### src/rtl/dbd_pkg.sv
package dbd_pkg;

  typedef enum logic [2:0] {
    OP_NONE,
    OP_CTRL_WR,
    OP_THR_WR,
    OP_CH_RD,
    OP_BLK_RD,
    OP_CNT_RD
  } op_e;

  localparam logic [5:0]  AM_SINGLE   = 6'h3D;
  localparam logic [5:0]  AM_BLK_A    = 6'h3B;
  localparam logic [5:0]  AM_BLK_B    = 6'h3F;
  localparam logic [15:0] OFS_CTRL    = 16'h0000;
  localparam logic [15:0] OFS_BLK_DAT = 16'h0100;
  localparam logic [15:0] OFS_BLK_CNT = 16'h0101;
  localparam int          BIT_FIFO_RST = 9;
  localparam int          BIT_THR_RST  = 10;

  function automatic logic is_blk_am(input logic [5:0] am);
    return (am == AM_BLK_A) || (am == AM_BLK_B);
  endfunction

  function automatic logic is_listed_am(input logic [5:0] am);
    return is_blk_am(am) || (am == AM_SINGLE);
  endfunction

  function automatic logic chan_in_range(input logic [7:0] num, input int nch);
    return (num != 8'd0) && (int'(num) <= nch);
  endfunction

endpackage

### src/rtl/dbd_decode.sv
module dbd_decode
  import dbd_pkg::*;
#(
  parameter int         NUM_CH = 8,
  parameter logic [3:0] MOD_ID = 4'd2,
  parameter int         CH_W   = 3
) (
  input  logic             req,
  input  logic             we,
  input  logic [23:0]      addr,
  input  logic [5:0]       am,
  output op_e              op,
  output logic [CH_W-1:0]  ch_idx
);

  logic       mod_hit;
  logic       ch_ok;
  logic [7:0] ch_num;

  always_comb begin
    mod_hit = (addr[23:20] == 4'd0) && (addr[19:16] == MOD_ID);
    ch_num  = addr[15:8];
    ch_ok   = (addr[7:0] == 8'd0) && chan_in_range(ch_num, NUM_CH);
    ch_idx  = CH_W'(ch_num - 8'd1);
    op      = OP_NONE;
    if (req && mod_hit) begin
      if (is_blk_am(am)) begin
        if (!we && addr[15:0] == OFS_BLK_DAT)      op = OP_BLK_RD;
        else if (!we && addr[15:0] == OFS_BLK_CNT) op = OP_CNT_RD;
      end else if (am == AM_SINGLE) begin
        if (addr[15:0] == OFS_CTRL) op = we ? OP_CTRL_WR : OP_NONE;
        else if (ch_ok)             op = we ? OP_THR_WR : OP_CH_RD;
      end
    end
  end

endmodule

### src/rtl/dbd_thr_bank.sv
module dbd_thr_bank #(
  parameter int NUM_CH = 8,
  parameter int THR_W  = 10,
  parameter int CH_W   = 3
) (
  input  logic                    clk,
  input  logic                    rst_n,
  input  logic                    clr,
  input  logic                    wr_en,
  input  logic [CH_W-1:0]         wr_idx,
  input  logic [THR_W-1:0]        wr_val,
  output logic [NUM_CH*THR_W-1:0] thr_flat
);

  for (genvar g = 0; g < NUM_CH; g++) begin : g_thr
    logic [THR_W-1:0] thr_q;
    always_ff @(posedge clk or negedge rst_n) begin
      if (!rst_n)                                   thr_q <= '0;
      else if (clr)                                 thr_q <= '0;
      else if (wr_en && wr_idx == CH_W'(g))         thr_q <= wr_val;
    end
    assign thr_flat[g*THR_W +: THR_W] = thr_q;
  end

endmodule

### src/rtl/dbd_blk_count.sv
module dbd_blk_count #(
  parameter int CNT_W = 16
) (
  input  logic             clk,
  input  logic             rst_n,
  input  logic             clr,
  input  logic             inc,
  output logic [CNT_W-1:0] count
);

  localparam logic [CNT_W-1:0] CNT_MAX = '1;

  function automatic logic [CNT_W-1:0] sat_inc(input logic [CNT_W-1:0] v);
    return (v == CNT_MAX) ? v : v + 1'b1;
  endfunction

  always_ff @(posedge clk or negedge rst_n) begin
    if (!rst_n)   count <= '0;
    else if (clr) count <= '0;
    else if (inc) count <= sat_inc(count);
  end

endmodule

### src/rtl/digi_bus_decoder.sv
module digi_bus_decoder
  import dbd_pkg::*;
#(
  parameter int         ADDR_W  = 24,
  parameter int         DATA_W  = 16,
  parameter int         NUM_CH  = 8,
  parameter int         THR_W   = 10,
  parameter int         SCNT_W  = 9,
  parameter int         CNT_W   = 16,
  parameter logic [3:0] MOD_ID  = 4'd2,
  parameter logic [8:0] SCNT_RST = 9'd300
) (
  input  logic                     clk,
  input  logic                     rst_n,
  input  logic                     bus_req,
  input  logic                     bus_we,
  input  logic [ADDR_W-1:0]        bus_addr,
  input  logic [5:0]               bus_am,
  input  logic [DATA_W-1:0]        bus_wdata,
  output logic                     bus_ack,
  output logic [DATA_W-1:0]        bus_rdata,
  output logic [SCNT_W-1:0]        sample_count,
  output logic                     fifo_reset_pulse,
  output logic                     thr_reset_pulse,
  output logic [NUM_CH*THR_W-1:0]  thr_flat,
  output logic [NUM_CH-1:0]        chan_pop,
  input  logic [NUM_CH*DATA_W-1:0] chan_data,
  output logic                     merge_pop,
  input  logic [DATA_W-1:0]        merge_data
);

  localparam int CH_W = (NUM_CH > 1) ? $clog2(NUM_CH) : 1;

  op_e             dec_op;
  logic [CH_W-1:0] dec_ch;
  logic [CNT_W-1:0] blk_cnt;

  // named events for the checker and for readability
  logic acc_any, acc_ctrl, acc_thr, acc_chrd, acc_blk, acc_cnt;
  logic fifo_rst_now, thr_rst_now;
  logic unused_wbits;

  dbd_decode #(.NUM_CH(NUM_CH), .MOD_ID(MOD_ID), .CH_W(CH_W)) u_decode (
    .req    (bus_req),
    .we     (bus_we),
    .addr   (bus_addr[23:0]),
    .am     (bus_am),
    .op     (dec_op),
    .ch_idx (dec_ch)
  );

  assign acc_any      = (dec_op != OP_NONE);
  assign acc_ctrl     = (dec_op == OP_CTRL_WR);
  assign acc_thr      = (dec_op == OP_THR_WR);
  assign acc_chrd     = (dec_op == OP_CH_RD);
  assign acc_blk      = (dec_op == OP_BLK_RD);
  assign acc_cnt      = (dec_op == OP_CNT_RD);
  assign fifo_rst_now = acc_ctrl && bus_wdata[BIT_FIFO_RST];
  assign thr_rst_now  = acc_ctrl && bus_wdata[BIT_THR_RST];
  assign unused_wbits = ^bus_wdata[DATA_W-1:BIT_THR_RST+1];

  dbd_thr_bank #(.NUM_CH(NUM_CH), .THR_W(THR_W), .CH_W(CH_W)) u_thr (
    .clk      (clk),
    .rst_n    (rst_n),
    .clr      (thr_rst_now),
    .wr_en    (acc_thr),
    .wr_idx   (dec_ch),
    .wr_val   (bus_wdata[THR_W-1:0]),
    .thr_flat (thr_flat)
  );

  dbd_blk_count #(.CNT_W(CNT_W)) u_cnt (
    .clk   (clk),
    .rst_n (rst_n),
    .clr   (fifo_rst_now),
    .inc   (acc_blk),
    .count (blk_cnt)
  );

  always_ff @(posedge clk or negedge rst_n) begin
    if (!rst_n) begin
      bus_ack          <= 1'b0;
      bus_rdata        <= '0;
      sample_count     <= SCNT_RST[SCNT_W-1:0];
      fifo_reset_pulse <= 1'b0;
      thr_reset_pulse  <= 1'b0;
      chan_pop         <= '0;
      merge_pop        <= 1'b0;
    end else begin
      bus_ack          <= acc_any;
      fifo_reset_pulse <= fifo_rst_now;
      thr_reset_pulse  <= thr_rst_now;
      merge_pop        <= acc_blk;
      chan_pop         <= '0;
      if (acc_chrd) chan_pop[dec_ch] <= 1'b1;
      if (acc_ctrl) sample_count <= bus_wdata[SCNT_W-1:0];
      unique case (dec_op)
        OP_CH_RD:  bus_rdata <= chan_data[dec_ch*DATA_W +: DATA_W];
        OP_BLK_RD: bus_rdata <= merge_data;
        OP_CNT_RD: bus_rdata <= DATA_W'(blk_cnt);
        default:   bus_rdata <= '0;
      endcase
    end
  end

endmodule

### config.mk
export PLATFORM = sky130hd
export DESIGN_NAME = digi_bus_decoder
export DESIGN_NICKNAME = d
export VERILOG_FILES = /design/src/rtl/dbd_pkg.sv /design/src/rtl/dbd_decode.sv /design/src/rtl/dbd_thr_bank.sv /design/src/rtl/dbd_blk_count.sv /design/src/rtl/digi_bus_decoder.sv
export SDC_FILE = /design/constraint.sdc
export NUM_CORES = 1
export LEC_CHECK = 0
export ABC_AREA = 1
export CAP_MARGIN = 20
export CORE_MARGIN = 2
export CORE_UTILIZATION = 38
export CTS_CLUSTER_SIZE = 12
export DETAILED_ROUTE_END_ITERATION = 16
export PLACE_DENSITY_LB_ADDON = 0.08
export RECOVER_POWER = 25
export SYNTH_ARGS = -nofsm -noshare
export SYNTH_HDL_FRONTEND = slang
export SYNTH_SLANG_ARGS = --single-unit
### constraint.sdc
create_clock -name clk -period 2 [get_ports clk]
set_clock_uncertainty 0.15 [all_clocks]
set_input_delay 0.2 -clock clk [delete_from_list [all_inputs] [get_ports clk]]
set_output_delay 0.2 -clock clk [all_outputs]
set_load 0.03 [all_outputs]
# [Word level (Yosys, flattened, before mapping)]
# Cells that the tools add are included.
# W data, S select, Z words.
[classes] n_addsub=2 order_cmp=3 n_eq_ne=20 n_shift=1 n_mux=32 n_reduce_logical=35
[ops] cell="$mux W10" n=16
[ops] cell="$shiftx A128 B8 Y16" n=1
[ops] cell="$mux W16" n=3
[ops] cell="$pmux W16 S3" n=1
[ops] cell="$eq A16 B9 Y1 const B" n=2
[ops] cell="$mux W3" n=7
[ops] cell="$eq A3 B3 Y1 const B" n=6
[ops] cell="$eq A6 B6 Y1 const B" n=3
[ops] cell="$reduce_bool A2 Y1" n=9
[ops] cell="$logic_and A1 B1 Y1" n=17
[ops] cell="$add A16 B1 Y16 const B" n=1
[ops] cell="$eq A16 B16 Y1 const B" n=1
[ops] cell="$logic_not A16 Y1" n=1
[ops] cell="$eq A3 B2 Y1 const B" n=4
[ops] cell="$le A8 B4 Y1 const B" n=1
[ops] cell="$logic_not A8 Y1" n=1
[ops] cell="$mux W8" n=1
[ops] cell="$reduce_bool A8 Y1" n=1
[ops] cell="$eq A3 B1 Y1 const B" n=2
[ops] cell="$eq A4 B2 Y1 const B" n=1
[ops] cell="$logic_not A4 Y1" n=1
[ops] cell="$lt A3 B4 Y1 const B" n=1
[ops] cell="$demux W1 S3" n=1
[ops] cell="$ge A3 B1 Y1 const B" n=1
[ops] cell="other kinds (8)" n=10
[totals] ff_bits=133 in_bits=194 out_inout_bits=117 word_cells=109

# [Logic depth before layout (Yosys ltp)]
# Gate-level depths: netlist of run 1.
[logic_depth] ltp_word=12 ltp_mapped=17 mapped_depth_nobuf=15

# [Cells and area by module]
# Synthesis of run 1 repeated with hierarchy kept, for this count alone.
[hier_totals] hier_cells=1128 hier_area_um2=7867.5
[modules_own_cells] mod="dbd_thr_bank" instances=1 cells_each=387 area_each_um2=3478.3 seq_area_each_um2=2001.9
[modules_own_cells] mod="digi_bus_decoder" instances=1 cells_each=531 area_each_um2=2985.4 seq_area_each_um2=930.9
[modules_own_cells] mod="dbd_blk_count" instances=1 cells_each=150 area_each_um2=1117.3 seq_area_each_um2=400.4
[modules_own_cells] mod="dbd_decode" instances=1 cells_each=60 area_each_um2=286.5 seq_area_each_um2=0.0

# [Worst setup path before layout of run 1]
# No wires, ideal clock.
[synth_path] kind="input-to-reg" start="in bus_addr[8]" end="reg bus_rdata[2]" setup_ns=0.087 arrival_time_ns=2.089 required_time_ns=1.763 setup_slack_ns=-0.327 path_stages=13 path_buffers=2 path_cell_list="buf_2 clkinv_1 ha_1 inv_1 nand2_1 nand2_1 clkinv_1 nand3_1 buf_2 o22ai_1 nor2_1 nand3_1 o211ai_1"
[synth_via] elab_chain_len=10 elab_cells_between_ends=22 classes_between="add/sub (1); order compare (1); eq/ne (5); shift (1); mux (8); reduce/logical (6)"
[synth_lines] item="start: declaration" line_no="digi_bus_decoder.sv:17" source="input logic [ADDR_W-1:0] bus_addr,"
[synth_lines] item="$le A8 B4 Y1 / $reduce_bool A8 Y1 (equally long branches)" line_no="dbd_pkg.sv:30" source="return (num != 8'd0) && (int'(num) <= nch);"
[synth_lines] item="$logic_and A1 B1 Y1" line_no="dbd_pkg.sv:30"
[synth_lines] item="$logic_and A1 B1 Y1" line_no="dbd_decode.sv:23" source="ch_ok = (addr[7:0] == 8'd0) && chan_in_range(ch_num, NUM_CH);"
[synth_lines] item="$mux W3" line_no="dbd_decode.sv:32" source="else if (ch_ok) op = we ? OP_THR_WR : OP_CH_RD;"
[synth_lines] item="$mux W3" line_no="dbd_decode.sv:31" source="if (addr[15:0] == OFS_CTRL) op = we ? OP_CTRL_WR : OP_NONE;"
[synth_lines] item="$mux W3" line_no="dbd_decode.sv:30" source="end else if (am == AM_SINGLE) begin"
[synth_lines] item="$mux W3" line_no="dbd_decode.sv:27" source="if (is_blk_am(am)) begin"
[synth_lines] item="$mux W3" line_no="dbd_decode.sv:26" source="if (req && mod_hit) begin"
[synth_lines] item="$eq A3 B3 Y1 / $eq A3 B2 Y1 (equally long branches)" line_no="digi_bus_decoder.sv:97" source="unique case (dec_op)"
[synth_lines] item="$pmux W16 S3 (*)" line_no="digi_bus_decoder.sv:97"
[synth_lines] item="end signal: assignment" line_no="digi_bus_decoder.sv:98" source="OP_CH_RD: bus_rdata <= chan_data[dec_ch*DATA_W +: DATA_W];"
[synth_lines] item="end signal: assignment" line_no="digi_bus_decoder.sv:99" source="OP_BLK_RD: bus_rdata <= merge_data;"
[synth_lines] item="end signal: assignment" line_no="digi_bus_decoder.sv:100" source="OP_CNT_RD: bus_rdata <= DATA_W'(blk_cnt);"
[synth_lines] item="end: declaration" line_no="digi_bus_decoder.sv:21" source="output logic [DATA_W-1:0] bus_rdata,"
# Every way passes the cells marked *; elsewhere a longest branch is shown, timed or not.
# A chain may end at the register's enable or synchronous reset.

# [Worst setup path after layout of run 1]
[layout_path] start="reg sample_count[8]" end="out sample_count[8]"
[layout_lines] item="start: declaration" line_no="digi_bus_decoder.sv:22" source="output logic [SCNT_W-1:0] sample_count,"
[layout_lines] item="start signal: assignment" line_no="digi_bus_decoder.sv:84" source="sample_count <= SCNT_RST[SCNT_W-1:0];"
[layout_lines] item="start signal: assignment" line_no="digi_bus_decoder.sv:96" source="if (acc_ctrl) sample_count <= bus_wdata[SCNT_W-1:0];"
# No word-level cell between the ends.

==> flow_summary_export.csv, run 1 <==
group,metric,value,unit
power,leakage,5.95,nW
logic_synthesis,yosysWarningCount,0,
grt,grt_first_pass_wirelength,42100,µm
die,dieHeight,138,µm
critical_path,slowest_stage_cell_cp,"clkdlybuf4s50_1",
power,p_per_area,545,mW/mm²
grt,global_route.overflow_total,0,
logic_synthesis,synth_enable_flop_cells,0,
critical_path,count_of_buffering_cells_on_the_critical_path_with_inverters_included,1,
layout,proportion_of_layout_cells_with_a_drive_suffix_above_1,20.6,%
clocking,clk_latency,0.42,ns
layout,nNetsFinal,1485,
logic_synthesis,synth.avg_cell_area,7.86,µm²
die,placement_rows,49,
clocking,cts_root_buffer,"clkbuf_16",
timing,timing.final.crit_period,1.96,ns
detailed_routing,post-route-drc-count,0,
placement,routabilityCongestion,0.908,
clocking,cts.sinks,133,
logic_synthesis,post-synth-top-count-cell,"nand2_1",
layout,synth_to_final_area_change,80.5,%
placement,numPlacedInstances,1475,
critical_path,critical_path_arrival,1.61,ns
critical_path,crit_path_start_kind,"register",
clocking,cts_made_buffers,17,
detailed_routing,dr.pass1.iters,5,
critical_path,critical_path.cell_chain,"clkdlybuf4s50_1",
critical_path,worst-endpoint-required,1.65,ns
logic_synthesis,yosys_register_bits,133,
logic_synthesis,ys_types,32,
die,floorplan.initialDensity,38.4,%
logic_synthesis,synth.cell_area,0.00685,mm²
outcome,outcome,"finished clean",
critical_path,cp_top_family,"buffers and inverters",
grt,grt_start_max_net_pins,43,
timing,fmax,509,MHz
run,max_cap_viol_count,0,
grt,grt_pass1_vias,7808,
clocking,htreeDepth,4,
grt,grt.total_usage,28.1,%
grt,antenna_violations_before_repair,2,
detailed_routing,dr.first_iter.drc_count,522,
logic_synthesis,yosys-top-cells-count,"nand2_1, nand3_1, dfrtp_1, nor2_1, o22ai_1",
power,worst_ir_drop_vdd,0.534,mV
logic_synthesis,seq_area_frac_synth,48.7,%
critical_path,criticalPathCategory,"reg2out",
critical_path,slowest_delay,0.67,ns
die,floorplan.die.width,138,µm
layout,final_cell_count_no_fill,1529,
timing,max_slew.worst_pin.slew,0.817,ns
detailed_routing,antenna_violating_nets_post_route,0,
detailed_routing,routedWlPerCell,18.1,µm
timing,timing.max_slew.rel_slack,45.6,%
logic_synthesis,synth_top_area_cell,"dfrtp_1",
clocking,cts_tree,"done",
placement,io_buffers,305,
timing,timing.hold.ws,0.186,ns
logic_synthesis,synth-async-reset-ratio,100,%
critical_path,worstPathMaxFanout,2,
logic_synthesis,netlist_instances,871,
clocking,clkSlewWorstSetupHoldPaths,0.06,ns
logic_synthesis,synth_fp_nets,1071,
timing,min_period_over_period,98.2,%
placement,dp_hpwl,20600,µm
logic_synthesis,synth_top_area_share,47.1,%
timing,final_max_slew_viol_count,0,
logic_synthesis,ys_flop_type,"dfrtp_1",
clocking,maximum_buffer_depth_of_the_clock_tree,2,
die,floorplan.die_area,0.0191,mm²
timing,final_setup_violating_endpoints,0,
detailed_routing,avgViaCountPerCell,5.23,
detailed_routing,detailroute.via_count,7991,
critical_path,crit_path_end_kind,"primary output",
logic_synthesis,synth_top_cells_by_area,"dfrtp_1, nand2_1, nand3_1",
die,design.core.area,0.0178,mm²
die,top_level_ports,311,
worst_hold_path,hp-class,"in2reg",
detailed_routing,routed_wirelength,27700,µm
timing,hold_viol,0,
registers in the layout, summed over array words and instances (netlist names):
register,count
fifo_reset_pulse,1
u_cnt.count,16
bus_ack,1
bus_rdata,16
chan_pop,8
sample_count,9
thr_reset_pulse,1
u_thr.g_thr.thr_q,80
merge_pop,1
routing by layer:
| layer | vias up | track usage, % | routed length [µm] |
|---|---|---|---|
| met2 | 370 | 49.8 | 14500 |
| met3 | 60 | 6.23 | 1750 |
| li1 | 3785 | - | - |
| met5 | - | 0 | 0 |
| met4 | 0 | 12.4 | 1070 |
| met1 | 3776 | 32.6 | 10400 |
stage by stage:
step           instance area, µm²  total power [W]  TNS, ns  utilization, %  setup WS (ns)
4_1_cts                     11800          0.00676        0            66.2        0.00288
3_3_place_gp                11100          0.00362   -70.52            62.2         -0.695
3_5_place_dp                11100          0.00362   -76.85            62.2         -0.776
6_report                    12400          0.00674        0            69.3         0.0353
5_1_grt                     12400          0.00698  -0.0437            69.3        -0.0283
2_1_floorplan                6890          0.00296        0               -         0.0108
final cells by class:
class	count	area [µm²]
fillers	1432	5480
repair buffers	432	4420
multi-input cells	637	3460
flip-flops and latches	133	3330
clock buffers	19	443
well taps	229	287
inverters	63	258
clock inverters	13	149
repair inverters	1	6.26
diodes	2	5.00
path summary, 6_finish.rpt:
path	start	endpoint	slack (ns)	cells past startpoint
worst min-delay path	merge_data[14]	bus_rdata[14]	0.19	3
min in group asynchronous	rst_n	u_thr.g_thr[7].thr_q[0]	0.26	2
worst max register to register	u_cnt.count[0]	u_cnt.count[1]	0.06	10
max in group asynchronous	rst_n	u_cnt.count[5]	0.27	3
worst max-delay path	sample_count[8]	sample_count[8]	0.04	1
worst min register to register	sample_count[1]	sample_count[1]	0.34	2
cell families (layout without fill, tap and decap cells):
| kind of cell | Yosys count | count (layout) | share of synthesized area, % |
|---|---|---|---|
| AND/OR/NAND/NOR | 518 | 518 | 33.6 |
| flip-flops | 133 | 133 | 48.7 |
| AO/OA/AOI/OAI | 102 | 102 | 9.13 |
| buffers and inverters | 101 | 528 | 6.10 |
| XOR/XNOR | 11 | 11 | 1.41 |
| adder cells (fa/ha/maj) | 6 | 6 | 1.10 |
| other | 0 | 2 | 0 |
what timing repair did:
item / 4_1_cts / 5_1_grt
hold endpoints to repair: 129 / 0
resized for setup: 30 / 106
gates cloned: 0 / 7
pin swaps: 12 / 32
setup buffers: 5 / 7
endpoints found under the setup margin: 131 / 130
hold buffers: 1 / 0
cells in the final DEF (no fill, tap or decap), types with 4 or more instances in the layout:
cell             instances
nand3_2                 32
buf_4                   93
ha_1                     4
nand2_4                  5
o21ai_0                 11
nor2_4                  10
o22ai_1                 56
nand4_1                 26
nor2_1                  68
nor3_1                   5
clkdlybuf4s50_1        274
a21oi_1                  6
inv_2                    7
dfstp_2                  4
nand2_1                219
nand3_1                115
clkbuf_16               22
nand2_2                 12
o21ai_1                  6
nor2_2                  16
clkinvlp_4               5
clkinv_2                 6
inv_1                   46
dlymetal6s2s_1          24
dfrtp_1                129
buf_12                  20
clkinv_4                 4
o211ai_1                17
buf_6                    4
dlygate4sd2_1            4
xor2_1                   8
report_power, final:
part	internal (W)	leakage (nW)	switching (W)	total (W)
logic	0.000523	3.84	0.000374	0.000897
registers	0.00269	1.84	0.000000648	0.00269
clock network	0.00188	0.274	0.00127	0.00315
No activity file was read; power rests on OpenSTA's default activity.
==> inputs of run 2 (changes only) <==
--- a/config.mk
+++ b/config.mk
@@ -7,10 +7,11 @@
 export LEC_CHECK = 0
 export ABC_AREA = 1
 export CAP_MARGIN = 20
-export CORE_MARGIN = 2
-export CORE_UTILIZATION = 38
+export CORE_AREA = 2 2 122 124
 export CTS_CLUSTER_SIZE = 12
 export DETAILED_ROUTE_END_ITERATION = 16
+export DIE_AREA = 0 0 124 126
+export DONT_BUFFER_PORTS = 1
 export PLACE_DENSITY_LB_ADDON = 0.08
 export RECOVER_POWER = 25
 export SYNTH_ARGS = -nofsm -noshare
==> flow_summary_export.csv, run 2 (same netlist as run 1, synthesis figures left out) <==
group,metric,value,unit
layout,largest_registers,"u_thr.g_thr.thr_q: 80 flops, bus_rdata: 16 flops, u_cnt.count: 16 flops",
grt,grt_first_pass_wirelength,39800,µm
detailed_routing,dr.first_iter.drc_count,612,
critical_path,crit_path_start_kind,"input pin",
layout,proportion_of_layout_cells_with_a_drive_suffix_above_1,17.1,%
die,floorplan.die_area,0.0156,mm²
die,floorplan.initialDensity,47.9,%
placement,pre_cts_ws,-0.169,ns
grt,grt_start_max_net_pins,134,
timing,timing.max_slew.rel_slack,72.2,%
critical_path,worst-endpoint-required,2.17,ns
grt,global_route.overflow_total,0,
clocking,cts_root_buffer,"clkbuf_16",
outcome,violations,"hold timing",
layout,synth_to_final_area_change,34.1,%
detailed_routing,detailroute.via_count,7184,
clocking,cts_made_buffers,17,
timing,rsz_0062_raised_after_global_routing,"true",
critical_path,critical_path_arrival,2.12,ns
detailed_routing,antenna_violating_nets_post_route,0,
critical_path,criticalPathCategory,"in2reg",
detailed_routing,routed_wirelength,26200,µm
run,max_cap_viol_count,0,
critical_path,cp_top_family,"buffers and inverters",
die,placement_rows,44,
critical_path,worstReg2RegStart,"u_cnt.count[0]",
power,p_per_area,692,mW/mm²
timing,timing.final.crit_period,1.95,ns
timing,final_max_slew_viol_count,0,
placement,dp_hpwl,19000,µm
timing,final_setup_violating_endpoints,0,
detailed_routing,routedWlPerCell,21.6,µm
timing,min_period_over_period,97.5,%
clocking,cts_tree,"done",
layout,layout_common_cells,"nand2_1, nand3_1, dfrtp_1",
timing,timing.hold.ws,-0.691,ns
die,floorplan.die.width,124,µm
timing,hold_viol,133,
worst_hold_path,hp-class,"in2async",
detailed_routing,dr.pass1.iters,5,
grt,grt.total_usage,33.9,%
critical_path,slowest_stage_cell_cp,"dlygate4sd3_1",
placement,io_buffers,0,
critical_path,crit_top_cell,"nand3_1",
clocking,clk_latency,0.43,ns
timing,post-route-worst-setup-slack,0.0492,ns
timing,max_slew.worst_pin.slew,0.416,ns
critical_path,count_of_buffering_cells_on_the_critical_path_with_inverters_included,4,
power,worst_ir_drop_vdd,0.634,mV
detailed_routing,post-route-drc-count,0,
placement,routabilityCongestion,0.950,
layout,final_common_cell,"nand2_1",
clocking,cts.sinks,133,
layout,largest_reg_flops,80,
critical_path,crit_path_end_kind,"register",
critical_path,slowest_delay,0.60,ns
grt,antenna_violations_before_repair,5,
grt,grt_pass1_vias,7262,
placement,numPlacedInstances,1109,
critical_path,worstPathMaxFanout,12,
layout,final_cell_count_no_fill,1218,
clocking,clkSlewWorstSetupHoldPaths,0.06,ns
critical_path,cp-startpoint,"bus_addr[9]",
clocking,htreeDepth,4,
critical_path,critical_path.cell_chain,"clkinvlp_4, ha_1, inv_1, nand2_1, nand2_4, nand3_1, buf_4, o22ai_1, dlygate4sd3_1, nor2_1, nand3_1, nand3_1",
die,top_level_ports,311,
die,dieHeight,126,µm
power,leakage,4.64,nW
outcome,outcome,"finished, violations left",
layout,nNetsFinal,1216,
detailed_routing,avgViaCountPerCell,5.90,
layout,regMostFlops,"u_thr.g_thr.thr_q",
clocking,maximum_buffer_depth_of_the_clock_tree,2,
die,design.core.area,0.0143,mm²
timing,fmax,513,MHz
==> run 2: cell types whose count changed in the layout (fill, tap and decap cells not counted), moves of 15 or more <==
cell and change:
dlygate4sd3_1 +64, clkdlybuf4s50_1 -274, nand3_2 -25, buf_4 -15, dlymetal6s2s_1 -24, nand3_1 +27
==> run 2: timing repair <==
item,4_1_cts,5_1_grt
hold endpoints to repair,186,134
gates resized for setup,3,22
hold buffers,66,1
setup buffers,0,7
setup endpoints to repair,14,22
pin swaps,1,1
==> run 2: where the power goes <==
group	total (W)	switching (W)	internal, W
clock	0.00313	0.00129	0.00184
sequential	0.00270	0.00000301	0.00269
combinational	0.000528	0.000263	0.000265
total	0.00635	0.00156	0.00480
==> run 2: layout make-up <==
type,instances,area [µm²]
flip-flops and latches,133,3330
inverters,63,259
multi-input cells,637,3180
well taps,184,230
diodes,5,12.5
repair buffers,164,1590
clock buffers,17,425
clock inverters,15,155
fillers,1198,5130
==> run 2: final timing paths <==
kind	to	slack [ns]	depth (start not counted)
max in group asynchronous	sample_count[8]	2.14	0
setup reg to reg	u_cnt.count[2]	0.14	12
hold / removal	u_thr.g_thr[5].thr_q[0]	-0.69	0
hold reg to reg	sample_count[2]	0.42	2
min in group clk	bus_rdata[6]	0	4
setup / recovery	bus_rdata[15]	0.05	12
==> run 2: worst register-to-register path, stage by stage (launching register included) <==
cell and delay, ns:
dfrtp_1 0.38, ha_1 0.22, nand2_1 0.12, nor2_4 0.05, nand2_1 0.14, inv_1 0.06
nand3_1 0.08, nand4_1 0.08, buf_4 0.17, inv_1 0.11, nand3_1 0.08, nand2_1 0.06
nor2_1 0.04
==> run 2: metal layers <==
metal	global-route usage [%]	wire length, µm
met5	0	0
met3	9.10	2220
met4	17.3	1390
met1	38.3	9640
met2	58.3	13000
==> run 2: metrics by stage <==
step                power (W)  area (µm²)  TNS (ns)  utilization (%)
floorplan             0.00296        6890         0                -
global placement      0.00310        7790     -4.83             54.4
detailed placement    0.00311        7790    -10.17             54.4
CTS                   0.00635        9040         0             63.2
global route          0.00654        9190    -0.201             64.2
finish                0.00635        9190         0             64.2
